## config.mk

```make
export PLATFORM = sky130hd
export DESIGN_NAME = warnsign_top
export DESIGN_NICKNAME = d
export VERILOG_FILES = /design/src/rtl/warnsign_pkg.sv /design/src/rtl/warnsign_ctrl.sv /design/src/rtl/warnsign_dp.sv /design/src/rtl/warnsign_top.sv
export SDC_FILE = /design/constraint.sdc
export NUM_CORES = 1
export LEC_CHECK = 0
export ABC_AREA = 1
export BUFFER_PORTS_ARGS = -buffer_cell sky130_fd_sc_hd__buf_2
export CORE_AREA = 2 2 39 41
export CTS_CLUSTER_DIAMETER = 40
export DETAILED_ROUTE_END_ITERATION = 8
export DIE_AREA = 0 0 41 43
export GPL_TIMING_DRIVEN = 0
export PLACE_DENSITY_LB_ADDON = 0.08
export SLEW_MARGIN = 20
export SYNTH_ARGS = -nofsm -noshare
export SYNTH_HDL_FRONTEND = slang
export SYNTH_SLANG_ARGS = --single-unit
```

## constraint.sdc

```tcl
create_clock -name clk -period 1.1 [get_ports clk]
set_clock_uncertainty 0.15 [all_clocks]
set_input_delay 0.22 -clock clk [delete_from_list [all_inputs] [get_ports clk]]
set_output_delay 0.22 -clock clk [all_outputs]
set_load 0.01 [all_outputs]
```

## src/rtl/warnsign_pkg.sv

```systemverilog
package warnsign_pkg;
  // Control-to-datapath strobes for the phase register.
  typedef struct packed {
    logic step;   // advance one phase
    logic clear;  // force dark phase
  } seqStrobes_t;
endpackage

```

## src/rtl/warnsign_ctrl.sv

```systemverilog
module warnsign_ctrl
  import warnsign_pkg::*;
(
  input  logic        tick,
  input  logic        switchOn,
  output seqStrobes_t strobes
);
  // A tick either advances the pattern or darkens the sign.
  always_comb begin
    strobes.step  = tick & switchOn;
    strobes.clear = tick & ~switchOn;
  end
endmodule

```

## src/rtl/warnsign_dp.sv

```systemverilog
module warnsign_dp
  import warnsign_pkg::*;
#(
  parameter int PhaseW    = 2,
  parameter int NumGroups = 3
) (
  input  logic                 clk,
  input  logic                 rst_n,
  input  seqStrobes_t          strobes,
  output logic [NumGroups-1:0] lampVec
);
  localparam logic [PhaseW-1:0] DarkPhase = '0;

  logic [PhaseW-1:0] phase;

  always_ff @(posedge clk or negedge rst_n) begin
    if (!rst_n)              phase <= DarkPhase;
    else if (strobes.clear)  phase <= DarkPhase;
    else if (strobes.step)   phase <= phase + 1'b1;
  end

  // Group g lights once the phase passes g: a cumulative build-up.
  for (genvar g = 0; g < NumGroups; g++) begin : gLamp
    assign lampVec[g] = (phase > PhaseW'(g));
    if (g > 0) begin : gOrder
      AST_LAMP_CUMULATIVE: assert property (@(posedge clk) disable iff (!rst_n)
        lampVec[g] |-> lampVec[g-1]);
    end
  end

  AST_HOLD_NO_TICK: assert property (@(posedge clk) disable iff (!rst_n)
    (!strobes.step && !strobes.clear) |=> $stable(phase));
  AST_CLEAR_DARK: assert property (@(posedge clk) disable iff (!rst_n)
    strobes.clear |=> (phase == DarkPhase));
  AST_STEP_ONE: assert property (@(posedge clk) disable iff (!rst_n)
    strobes.step |=> (phase == PhaseW'($past(phase) + 1'b1)));
  AST_WRAP_DARK: assert property (@(posedge clk) disable iff (!rst_n)
    (strobes.step && (&phase)) |=> (phase == DarkPhase));
endmodule

```

## src/rtl/warnsign_top.sv

```systemverilog
module warnsign_top
  import warnsign_pkg::*;
(
  input  logic clk,
  input  logic rst_n,
  input  logic tick,
  input  logic switchOn,
  output logic lampPairLow,
  output logic lampPairHigh,
  output logic lampTip
);
  localparam int PhaseW    = 2;
  localparam int NumGroups = 3;

  seqStrobes_t          strobes;
  logic [NumGroups-1:0] lampVec;

  warnsign_ctrl u_ctrl (
    .tick     (tick),
    .switchOn (switchOn),
    .strobes  (strobes)
  );

  warnsign_dp #(.PhaseW(PhaseW), .NumGroups(NumGroups)) u_dp (
    .clk     (clk),
    .rst_n   (rst_n),
    .strobes (strobes),
    .lampVec (lampVec)
  );

  assign lampPairLow  = lampVec[0];
  assign lampPairHigh = lampVec[1];
  assign lampTip      = lampVec[2];
endmodule

```

# [After elaboration in Yosys (flattened, before gate mapping)]
# Cells that the tools add are included.
[word_totals] ff_bits=2 output_inout_bits=3 in_bits=4 word_cells=11
[classes] mux=2 add_sub_neg=1 bitwise_logic=3 n_reduce_logical=1 order_cmp=3
[op_table] op="$gt 2x1->1 const B" n=2
[op_table] op="$mux 2" n=2
[op_table] op="$add 2x1->2 const B" n=1
[op_table] op="$and 1x1->1" n=2
[op_table] op="$gt 2x2->1 const B" n=1
[op_table] op="$reduce_bool 2->1" n=1
[op_table] op="$not 1->1" n=1

# [Logic depth before layout (Yosys ltp)]
[depth] depth_word=3 mapped_depth=4 ltp_nobuf=4

# [Cells and area by module]
# Synthesis repeated with hierarchy kept, for this count alone.
[unflattened] cells_unflattened=22 hier_area_um2=155.1
[by_module_without_submodules] mod="warnsign_dp" seq_area_each_um2=50.0 cells_per_inst=18 area_each_um2=137.6 instances=1
[by_module_without_submodules] mod="warnsign_ctrl" seq_area_each_um2=0.0 cells_per_inst=4 area_each_um2=17.5 instances=1

# [Worst setup path after synthesis]
# OpenSTA, ideal clock, no wires.
[synth_path] path_type="register to output" from="register u_dp.phase[0]" to="output port lampPairHigh" required_ps=730 path_stages_with_launch=3 path_buffers=0 path_slack_ps=-27 arrival_time_ps=757 path_cell_list="dfrtp_1 ha_1 nor2_1"
[synth_via] elab_chain_cells=1
[synth_rtl] element="from (decl)" line_no="warnsign_dp.sv:14" source="logic [PhaseW-1:0] phase;"
[synth_rtl] element="from (signal assigned)" line_no="warnsign_dp.sv:17" source="if (!rst_n) phase <= DarkPhase;"
[synth_rtl] element="from (signal assigned)" line_no="warnsign_dp.sv:18" source="else if (strobes.clear) phase <= DarkPhase;"
[synth_rtl] element="from (signal assigned)" line_no="warnsign_dp.sv:19" source="else if (strobes.step) phase <= phase + 1'b1;"
[synth_rtl] element="$gt 2x1->1" line_no="warnsign_dp.sv:24" source="assign lampVec[g] = (phase > PhaseW'(g));"
[synth_rtl] element="to (decl)" line_no="warnsign_top.sv:9" source="output logic lampPairHigh,"
# No other way between the ends.

# [Final worst setup path]
[layout_path] from="register u_dp.phase[1]" to="output port lampPairHigh"
# The elaborated chain is that of the path after synthesis.

==> impl_results.md <==
- Status: finished with violations
- Failing checks: negative setup slack
- Final setup viols: 4
- Tmin final: 1.40 ns
- Most flops, register: u_dp.phase
- Top delay family on crit path: flip-flops
- CTS Buf Count: 3
- Nature of the critical path startpoint: flop
- DP HPWL: between 200 and 250 um
- Routed vias/inst: around 3.0
- Met1 WL: 152 um
- Root buffer cell: clkbuf_4
- Placement Cell Area: ~180 um^2
- Antenna viol nets, final: 0
- Max cap viols: 0
- Hold Violations, Final: 0
- Syn Inst Count: 16
- Biggest area consumer among synthesized cells: dfrtp_1
- Register area share after synthesis: around two fifths
- Share of the synthesized area in the top cell type: roughly two fifths
- Die W: 41 um
- Peak Freq: 713 MHz
- Setup CP Type: flop to output port
- Max Slew Vio Count: 0
- Sink Count: 2
- Post-layout nets: 37
- RSZ-0062 raised after global routing: yes
- Synth Warn #: 0
- WP data required: ~0.73 ns
- Power Density: ~1300 mW/mm^2
- Most used flip-flop cell after synthesis: dfrtp_1
- Critical path's slowest cell: dfrtp_1
- Type of the worst min-delay path: input pin to flop
- DR iter-0 viols: 3
- Die Span Y: 43 um
- Max reg flops: 2
- Initial cell density of the core: around a tenth
- Finished Cell Area: 293 um^2
- Bufs and invs on worst path: 2
- P&R area growth vs syn: 123%
- Number of synthesized flops with an enable pin: 0
- CP Cell Sequence: inv_2 -> ha_4 -> nor2_2 -> buf_2
- First-pass GRT wire length: around 480 um
- Met3 WL: approximately 24 um
- H-tree Lvls: 1
- Vias in the first global route: between 100 and 150
- Share of cells above drive strength 1: about four fifths
- Gpl congestion: ~0.57
- Drt first pass iters: 2
- Slowest Stage Delay on Critical Path: about 0.37 ns
- Crit-path max FO: 3
- Leakage: 0.141 nW
- Initial antenna violation count: 0
- Final non-filler cell total: 44
- Clk buf depth: 2
- Final setup margin: -0.302 ns
- WL per Instance: 7.75 um
- Syn Nets: 23
- CTS tree: yes
- Row count: 14
- Post-Syn Area: approximately 130 um^2
- Fill count: 156
- FF+latch count, synth: 2
- Clock transition at the registers of the reported paths: roughly 0.030 ns
- Largest net degree at the start of global routing: 5
- Core Box Area: 0.00138 mm^2
- Biggest regs: u_dp.phase: 2 flops
- Max_slew headroom: 91.1%
- Top post-synthesis cells by count: inv_1, nand2_1, ha_1
- TNS Setup: -0.831 ns
- Library cells used by synthesis: 6
- Diodes inserted: 0
- DR WL met2: around 160 um
- DRC viols: 0
- Syn_area_per_cell: 8.21 um^2
- Total power: about 0.0004 W
- Grt total ovfl: 0
- Port Buffers: 6
- Crit path capture type: output port
- Ys async rst share: 100%
- VDD IR max: between 0.0005 and 0.0006 V
- Worst EP arrival: between 1 and 1.5 ns
- IO Pins: 7
- Die area: approximately 0.0018 mm^2
- Vias: roughly 130
- Hold_ws: roughly 0.12 ns
- Synth area leaders: dfrtp_1, ha_1, inv_1, nand2_1, nand3_1
- Tightest Pin Transition: ~0.13 ns
- Skew-Pair Late Insertion Delay: 0.22 ns
- Tcrit/Tclk final: 127%
- Final WL: approximately 340 um
- Total GRT Usage: under 10%
- Highest Signal Layer: met3
- Placed Cells incl. Taps: 38
[metal layers]
metal	GRT usage (%)	vias up
met4	6.00	0
met3	1.57	0
met5	0	-
met1	4.52	55
met2	5.94	5
li1	-	72
[final timing paths]
| path | slack, ns | endpoint | cells after the start | startpoint |
|---|---|---|---|---|
| max in group asynchronous | 0.53 | u_dp.phase[0]$_DFFE_PN0P_ | 2 | rst_n |
| max | -0.30 | lampPairHigh | 4 | u_dp.phase[1]$_DFFE_PN0P_ |
| max reg2reg | 0 | u_dp.phase[1]$_DFFE_PN0P_ | 4 | u_dp.phase[1]$_DFFE_PN0P_ |
| min reg2reg | 0.40 | u_dp.phase[1]$_DFFE_PN0P_ | 2 | u_dp.phase[1]$_DFFE_PN0P_ |
| min in group asynchronous | 0.16 | u_dp.phase[0]$_DFFE_PN0P_ | 2 | rst_n |
| min | 0.12 | u_dp.phase[0]$_DFFE_PN0P_ | 3 | switchOn |
[tightest hold or removal path, cell delays in order]
cell	delay, ns
buf_2	0.12
nand3_2	0.06
nand2_1	0.05
[final cells by class]
cell class	count	area [um^2]	share of cell area, %
clock buffers	3	22.5	7.69
inverters	4	15.0	5.13
multi-input cells	10	109	37.2
flip-flops and latches	2	51.3	17.5
well taps	16	20.0	6.84
repair buffers	9	75.1	25.6
[placed cells by master, fill, tap and decap left out]
cell type	n
dfrtp_2	1
nor2_2	1
ha_4	2
clkbuf_4	3
ha_2	1
nand3_2	2
buf_2	4
nand2_1	3
inv_2	3
buf_6	4
inv_1	1
dlygate4sd3_1	1
dfrtp_1	1
nand2_2	1
[timing repair]
item / CTS / global route
cloned: 0 / 0
pin swaps: 1 / 4
setup buffers: 5 / 0
resized for setup: 5 / 11
hold buffers: 1 / 0
setup endpoints to repair: 4 / 5
endpoints found under the hold margin: 2 / 0
[metrics by stage]
step,util (%),setup slack (ns)
2_1_floorplan,-,0.0138
3_5_place_dp,13.3,-0.104
3_3_place_gp,13.3,-0.108
5_1_grt,21.2,-0.368
4_1_cts,19.1,-0.311
6_report,21.2,-0.302
[power by group]
group,internal (W),leakage (nW),switching [W],total [W]
registers,0.0000848,0.0247,0.0000138,0.0000986
logic,0.0000767,0.103,0.0000600,0.000137
clock network,0.000120,0.0138,0.0000396,0.000160
[kinds of logic after synthesis]
| family | Yosys count | synth area share [%] |
|---|---|---|
| adder cells (fa/ha/maj) | 3 | 28.6 |
| buffers and inverters | 4 | 11.4 |
| flip-flops | 2 | 38.1 |
| AND/OR/NAND/NOR | 7 | 21.9 |
(Power assumes the default switching activity.)
